<file path="src/rtl/vcmp_unit.sv">
module vcmp_unit #(
  parameter int VW = 128
) (
  input  logic          clk,
  input  logic          rst_n,
  input  logic          in_valid,
  input  logic [VW-1:0] opnd_a,
  input  logic [VW-1:0] opnd_b,
  input  logic [9:0]    xop,
  input  logic          rec,
  output logic          out_valid,
  output logic [VW-1:0] result,
  output logic [3:0]    cr_field,
  output logic          unsupported
);
  localparam int NWID = 4;
  localparam logic [4:0] GRP = 5'd3;

  logic [3:0] idx;
  logic [1:0] wsel;
  logic       is_dw, legal;

  assign idx   = xop[9:6];
  assign wsel  = idx[1:0];
  assign is_dw = (wsel == 2'd3);
  assign legal = (xop[5:1] == GRP) && (idx[3:2] != 2'b01) && (xop[0] == is_dw);

  logic [VW-1:0] m [NWID];

  for (genvar wi = 0; wi < NWID; wi++) begin : g_w
    localparam int W = 8 << wi;
    localparam int N = VW / W;
    for (genvar ln = 0; ln < N; ln++) begin : g_l
      logic [W-1:0] la, lb;
      logic eq, ugt, sgt, hit;
      assign la  = opnd_a[ln*W +: W];
      assign lb  = opnd_b[ln*W +: W];
      assign eq  = (la == lb);
      assign ugt = (la > lb);
      assign sgt = ($signed(la) > $signed(lb));
      assign hit = !idx[3] ? eq : (idx[2] ? sgt : ugt);
      assign m[wi][ln*W +: W] = {W{hit}};
    end
  end

  logic [VW-1:0] mask;
  logic all_hit, no_hit;
  assign mask    = m[wsel];
  assign all_hit = &mask;
  assign no_hit  = ~|mask;

  always_ff @(posedge clk) begin
    if (!rst_n) begin
      out_valid   <= 1'b0;
      unsupported <= 1'b0;
      result      <= '0;
      cr_field    <= '0;
    end else begin
      out_valid   <= in_valid;
      unsupported <= in_valid && !legal;
      if (in_valid && legal) begin
        result   <= mask;
        cr_field <= rec ? {all_hit, 1'b0, no_hit, 1'b0} : 4'b0;
      end
    end
  end


  valid_follow_chk: assert property (@(posedge clk) disable iff (!rst_n)
    in_valid |=> out_valid);

  valid_quiet_chk: assert property (@(posedge clk) disable iff (!rst_n)
    !in_valid |=> !out_valid);

  unsup_gated_chk: assert property (@(posedge clk) disable iff (!rst_n)
    unsupported |-> out_valid);

  unsup_hold_chk: assert property (@(posedge clk) disable iff (!rst_n)
    (in_valid && !legal) |=> ($stable(result) && $stable(cr_field)));

  cr_spare_chk: assert property (@(posedge clk) disable iff (!rst_n)
    (cr_field[2] == 1'b0) && (cr_field[0] == 1'b0) && !(cr_field[3] && cr_field[1]));

  cr_all_chk: assert property (@(posedge clk) disable iff (!rst_n)
    cr_field[3] |-> (&result));

  cr_none_chk: assert property (@(posedge clk) disable iff (!rst_n)
    cr_field[1] |-> (result == '0));
endmodule

</file>
<file path="config.mk">
export PLATFORM = sky130hd
export DESIGN_NAME = vcmp_unit
export DESIGN_NICKNAME = d
export VERILOG_FILES = /design/src/rtl/vcmp_unit.sv
export SDC_FILE = /design/constraint.sdc
export NUM_CORES = 1
export LEC_CHECK = 0
export ABC_CLOCK_PERIOD_IN_PS = 6750
export BUFFER_PORTS_ARGS = -buffer_cell sky130_fd_sc_hd__buf_2
export CAP_MARGIN = 20
export CORE_AREA = 4 4 155 157
export DETAILED_ROUTE_END_ITERATION = 8
export DIE_AREA = 0 0 159 161
export PLACE_DENSITY = 0.7
export SLEW_MARGIN = 15
export SYNTH_ARGS = -nofsm -noshare
export SYNTH_HDL_FRONTEND = slang
export SYNTH_SLANG_ARGS = --single-unit
</file>
<file path="constraint.sdc">
create_clock -name clk -period 6.75 [get_ports clk]
set_input_delay 0.675 -clock clk [delete_from_list [all_inputs] [get_ports clk]]
set_output_delay 0.675 -clock clk [all_outputs]
set_load 0.02 [all_outputs]
</file>
==> results of run 1 <==
-- report_power, final --
group,internal (uW),switching (uW),leakage [uW]
registers,119,1.64,0.000162
logic,193,242,0.00480
clock network,118,44.8,0.0000511
total,430,288,0.00502
-- final cells by class --
class                      instances  area [sq um]
antenna                            1          2.50
inverter                         161           604
multi-input combinational        679          4970
tap                              285           357
sequential                        20           400
clock inverter                     1          30.0
timing repair buffer             404          2030
fill                            2391         14000
clock buffer                       3          75.1
-- worst max-delay path, stage by stage --
cell       delay [ns]
buf_2            0.10
ha_1             0.33
nand4_1          0.23
nor4_1           0.57
nand2_1          0.29
a31oi_1          0.28
a2111oi_1        0.14
or2_0            0.26
a2111oi_0        0.77
nand3_1          0.12
or4_1            0.54
o21ai_1          0.13
-- metal layers --
metal	track usage, %	vias up	wire length (um)
li1	-	3934	-
met1	19.4	3529	9640
met5	0	-	12
met4	3.71	2	467
met3	2.93	33	1540
met2	34.4	295	12600
-- synth_stat cells (5+ instances only) --
| library cell | count |
|---|---|
| o21ai_0 | 57 |
| inv_1 | 159 |
| and3_1 | 5 |
| nand2_1 | 56 |
| o31ai_1 | 8 |
| buf_4 | 114 |
| nor2_1 | 47 |
| clkbuf_1 | 10 |
| nor2b_1 | 16 |
| or2_2 | 6 |
| nand2b_1 | 17 |
| xnor2_1 | 9 |
| dfxtp_1 | 20 |
| a21oi_1 | 98 |
| o211ai_1 | 9 |
| a31oi_1 | 17 |
| o21bai_1 | 8 |
| nand3_1 | 25 |
| nand4_1 | 32 |
| nor3_1 | 14 |
| and4_1 | 5 |
| nor3b_1 | 5 |
| ha_1 | 142 |
-- logic make-up (layout without fill, tap and decap cells) --
family	after synthesis	in the layout	synth area share (%)
mux	1	1	0.144
buf+inv	291	569	22.6
compound gates	262	262	23.8
fa+ha+maj	142	142	25.6
xor+xnor	10	10	1.26
simple gates	262	262	20.7
flops	20	20	5.77
other cells	1	3	0.0540
-- worst max path at each step --
stage	startpoint	end	slack [ns]	depth (start not counted)
final	opnd_a[103]	cr_field[1]	2.49	12
after detailed placement	opnd_b[111]	cr_field[1]	2.22	13
after global routing	opnd_b[127]	cr_field[1]	1.99	13
after floorplan	opnd_b[15]	cr_field[1]	2.69	12
after CTS	opnd_b[111]	cr_field[1]	2.47	13
after global placement	opnd_b[111]	cr_field[1]	2.33	13
-- flip-flops by register name (all words and copies together), names as in the netlist --
register and count:
cr_field 2, unsupported 1, result 16, out_valid 1
-- per-stage QoR --
step | setup slack (ns) | total power, uW | area (sq um) | util [%]
floorplan | 2.69 | 398 | 6940 | -
global placement | 2.33 | 547 | 8360 | 37.2
detailed placement | 2.22 | 559 | 8360 | 37.2
finish | 2.49 | 719 | 8470 | 37.6
CTS | 2.47 | 722 | 8470 | 37.6
global route | 1.99 | 785 | 8470 | 37.6
==> out/results.txt, run 1 <==
Status: finished clean
H-tree depth: 1
Hold path startpoint: cr_field[1]
RSZ-0062 raised after global routing: no
Pre-Repair DR Iteration Count: 5
Core Area: 22,500 sq um
Critical Path End Type: flop
Synth Cell Area: 6940 sq um
HPWL after detailed placement: 21,700 um
First-pass GRT wire length: 37,500 um
DR vias/cell: 5.01
Synth top area cells: ha_1 (26%), buf_4 (12%), inv_1 (8.6%)
Critical path class: primary input to flop
Antenna-violating nets left: 0
Port bufs: 401
R2R Path End: result[111]
Clock slew at reported path FFs: 0.06 ns
Worst-Margin Slew: 0.870 ns
Site row count: 55
Layout cells sized above 1: 34.9%
Chip height: 161 um
Routability congestion estimate from global placement: 0.866
Post-synth EDFFs: 0
Hold WC Path Type: flop to flop
DIE WIDTH: 159 um
Hold Slack: 0.459 ns
Final Skew: 0 ns
Seq/Total Area, Yosys: 5.77%
Synth Instances: 989
Largest net degree at the start of global routing: 33
DIE AREA: 25,600 sq um
Final worst path period need: 4.26 ns
Placed Cells: 1,549
Critical Path AT: 4.45 ns
CTS Buffer Depth: 2
Reg2Reg Depth: 2
Leakage power: 0.00502 uW
Max-Cap Viols: 0
CTS root buffer: clkbuf_16
Async SR Flop Fraction: 0%
Post-synth top area cell: ha_1
Setup TNS: 0 ns
Routed vias: 7,793
GRT overflow: 0
Pwr Density: 84.8 nW/um^2
Startpoint Class: primary input
P&R area growth vs syn: 22.1%
# clock sinks: 20
Yosys top cell area share: 25.6%
Commonest non-fill, non-tap cell in the layout: buf_2
Destination of the worst hold path: cr_field[1]
Worst Hold Depth: 2
Final period util: 63.2%
Cts bufs inserted: 3
Latest clock arrival within the worst-skew pair: 0.25 ns
Worst slew margin relative to its limit: 40.5%
Seq cells post-synth: 20
Fin. Hold Viols: 0
Synth Flop Type: dfxtp_1
Slew Limit Fails: 0
Maximum VDD drop: 0.0804 mV
Cells resized by post-CTS repair: 0
1st-iter DRT viols: 339
Number of global-route vias before repair: 7,771
DR DRC count: 0
Ports: 404
FF-to-FF setup slack: 5.89 ns
CTS hold repair buffers: 0
Initial antenna violation count: 2
Post-DR wirelength/cell: 15.6 um
Required time worst endpoint: 6.94 ns
Initial core utilization: 30.8%
Final setup viols: 0
Tot GR Track Use: 17.4%
Crit Reg-Reg Startpoint: result[111]
Synth warnings: 0
WL final: 24,200 um
Post-Layout Cell Count: 1,554
Mean area per synthesized cell: 7.02 sq um
Final nets: 1,681
Post-CTS Setup Repair Bufs: 0
Critical path fanouts, max: 7
Unique masters post-synth: 82
F_max: 0.235 GHz
CTS tree: yes
Most frequent cells in the layout: buf_2 (401), inv_1 (159), ha_1 (142), a21oi_1 (98), o21ai_0 (57)
Power figures use the tool's default switching activity.
==> run 2, diff against run 1 <==
--- a/config.mk
+++ b/config.mk
@@ -5,13 +5,13 @@
 export SDC_FILE = /design/constraint.sdc
 export NUM_CORES = 1
 export LEC_CHECK = 0
-export ABC_CLOCK_PERIOD_IN_PS = 6750
+export ABC_CLOCK_PERIOD_IN_PS = 3600
 export BUFFER_PORTS_ARGS = -buffer_cell sky130_fd_sc_hd__buf_2
 export CAP_MARGIN = 20
 export CORE_AREA = 4 4 155 157
 export DETAILED_ROUTE_END_ITERATION = 8
 export DIE_AREA = 0 0 159 161
-export PLACE_DENSITY = 0.7
+export PLACE_DENSITY = 0.72
 export SLEW_MARGIN = 15
 export SYNTH_ARGS = -nofsm -noshare
 export SYNTH_HDL_FRONTEND = slang
==> constraint.sdc (replaced) <==
create_clock -name clk -period 3.6 [get_ports clk]
set_input_delay 0.36 -clock clk [delete_from_list [all_inputs] [get_ports clk]]
set_output_delay 0.36 -clock clk [all_outputs]
set_load 0.02 [all_outputs]
==> out/results.txt, run 2 (synthesized netlist as in run 1, its figures left out) <==
Number of flip-flops in the largest register: 16 (unchanged)
CTS tree: yes (unchanged)
Crit path cell chain: buf_2 -> inv_1 -> ha_4 -> nand4_4 -> or4_4 -> or3_4 -> nor2_2 -> or3_2 -> a221oi_2 -> or4_4 -> or4b_1 -> or4_1 -> o21ai_1 (was buf_2 -> ha_1 -> nand4_1 -> nor4_1 -> nand2_1 -> a31oi_1 -> a2111oi_1 -> or2_0 -> a2111oi_0 -> nand3_1 -> or4_1 -> o21ai_1)
Slew Limit Fails: 0 (unchanged)
Setup WS post-layout: 0.123 ns (was 2.49 ns)
Fin. Hold Viols: 0 (unchanged)
Buf/Inv on CP: 2 (was 1)
Layout cells sized above 1: 39.0% (was 34.9%)
Leakage power: 0.00532 uW (was 0.00502 uW)
Max-Cap Viols: 0 (unchanged)
CTS root buffer: clkbuf_16 (unchanged)
P&R area growth vs syn: 31.1% (was 22.1%)
Most frequent cells in the layout: buf_2 (401), inv_1 (159), ha_1 (131), a21oi_1 (98), buf_4 (63) (was buf_2 (401), inv_1 (159), ha_1 (142), a21oi_1 (98), o21ai_0 (57))
Pre-Repair DR Iteration Count: 5 (unchanged)
Metal1 wirelength: 9920 um (was 9640 um)
Tot GR Track Use: 17.9% (was 17.4%)
Required time worst endpoint: 3.79 ns (was 6.94 ns)
HPWL after detailed placement: 22,500 um (was 21,700 um)
F_max: 0.288 GHz
Critical Path AT: 3.67 ns (was 4.45 ns)
Initial core utilization: 30.8% (unchanged)
Largest regs: result x16, cr_field x2 (unchanged)
Dpl ws: -0.168 ns (was 2.22 ns)
Critical Path End Type: flop (unchanged)
Post-CTS Setup Repair Bufs: 0 (unchanged)
Fillcell total: 2,332 (was 2,391)
Critical path fanouts, max: 2 (was 7)
Cells resized by post-CTS repair: 0 (unchanged)
Routed wl met2: 12,800 um (was 12,600 um)
Initial antenna violation count: 1 (was 2)
DR vias/cell: 5.05 (was 5.01)
Routed vias: 8,147 (was 7,793)
WL final: 25,300 um (was 24,200 um)
Maximum VDD drop: 0.133 mV (was 0.0804 mV)
Final Skew: 0 ns (unchanged)
WP depth: 13 (was 12)
Worst Setup SP: opnd_b[6] (was opnd_a[103])
Routability congestion estimate from global placement: 0.897 (was 0.866)
Final period util: 96.6%
Hold WC Path Type: primary input to flop (was flop to flop)
Latest clock arrival within the worst-skew pair: 0.25 ns (about the same)
Status: finished clean (unchanged)
Critical Path Max Stage Delay: 0.55 ns (was 0.77 ns)
Hold path startpoint: in_valid (was cr_field[1])
Final setup viols: 0 (unchanged)
Critical path's slowest cell: or4_4 (was a2111oi_0)
GRT overflow: 0 (unchanged)
Clock slew at reported path FFs: 0.06 ns (about the same)
Worst Hold Depth: 2 (unchanged)
Ports: 404 (unchanged)
Top reg by flops: result (unchanged)
Highest metal used: met5 (unchanged)
Worst-Margin Slew: 0.604 ns (was 0.870 ns)
Number of global-route vias before repair: 8,041 (was 7,771)
DIE AREA: 25,600 sq um (unchanged)
DR WL met3: 1840 um (was 1540 um)
CTS Buffer Depth: 2 (unchanged)
Critical path class: primary input to flop (unchanged)
Core Util, Final: 40.4% (was 37.6%)
Largest net degree at the start of global routing: 32 (was 33)
Commonest non-fill, non-tap cell in the layout: buf_2 (unchanged)
Startpoint Class: primary input (unchanged)
CP delay by family, top: simple AND/OR/NAND/NOR gates (unchanged)
First-pass GRT wire length: 38,600 um (was 37,500 um)
H-tree depth: 1 (unchanged)
# clock sinks: 20 (unchanged)
CTS hold repair buffers: 0 (unchanged)
Critical path's most frequent cell: or4_4
Chip height: 161 um (unchanged)
Reg2Reg Depth: 2 (unchanged)
Port bufs: 401 (unchanged)
Final worst path period need: 3.48 ns
Crit Reg-Reg Startpoint: result[63] (was result[111])
Worst slew margin relative to its limit: 59.4% (was 40.5%)
Cts bufs inserted: 3 (unchanged)
1st-iter DRT viols: 330 (was 339)
Pwr Density: 158 nW/um^2 (was 84.8 nW/um^2)
Final nets: 1,741 (was 1,681)
DR DRC count: 0 (unchanged)
Site row count: 55 (unchanged)
DIE WIDTH: 159 um (unchanged)
Antenna-violating nets left: 0 (unchanged)
Ant. Diodes: 0 (was 1)
Post-DR wirelength/cell: 15.7 um (was 15.6 um)
Core Area: 22,500 sq um (unchanged)
Total chip power: 1440 uW (was 719 uW)
run 2: cell count changes in the layout (fill, tap and decap cells not counted), sizes merged:
cell   change
diode      -1
buf       +60
run 2: routing by layer:
layer	track usage, %	vias up
met5	0	-
met1	19.7	3702
met3	3.98	53
met2	34.4	330
met4	5.13	2
li1	-	4060
run 2: worst paths after layout:
path,slack [ns],to
min,0.37,out_valid
max,0.12,cr_field[1]
max reg2reg,2.72,result[63]
min reg2reg,0.48,cr_field[3]
run 2: stage by stage:
stage	cell area [sq um]	TNS, ns	std cells	hold slack, ns
after floorplan	7030	0	990	0.497
after global placement	8900	-0.205	1609	0.465
after detailed placement	8900	-0.318	1609	0.478
after CTS	9000	0	1613	0.363
after global routing	9100	-0.0105	1613	0.380
final	9100	0	1613	0.366
run 2: where the power goes:
part / switching [uW] / internal [uW]
sequential: 3.15 / 224
combinational: 479 / 427
clock: 88.0 / 221
total: 571 / 871
run 2: final cells by class:
cell class              count  area (sq um)  area share [%]
clock buffers               3          75.1           0.825
inverters                 161           604            6.64
flip-flops and latches     20           400            4.40
well taps                 285           357            3.92
repair buffers            464          2480            27.3
multi-input cells         679          5150            56.6
clock inverters             1          30.0           0.330
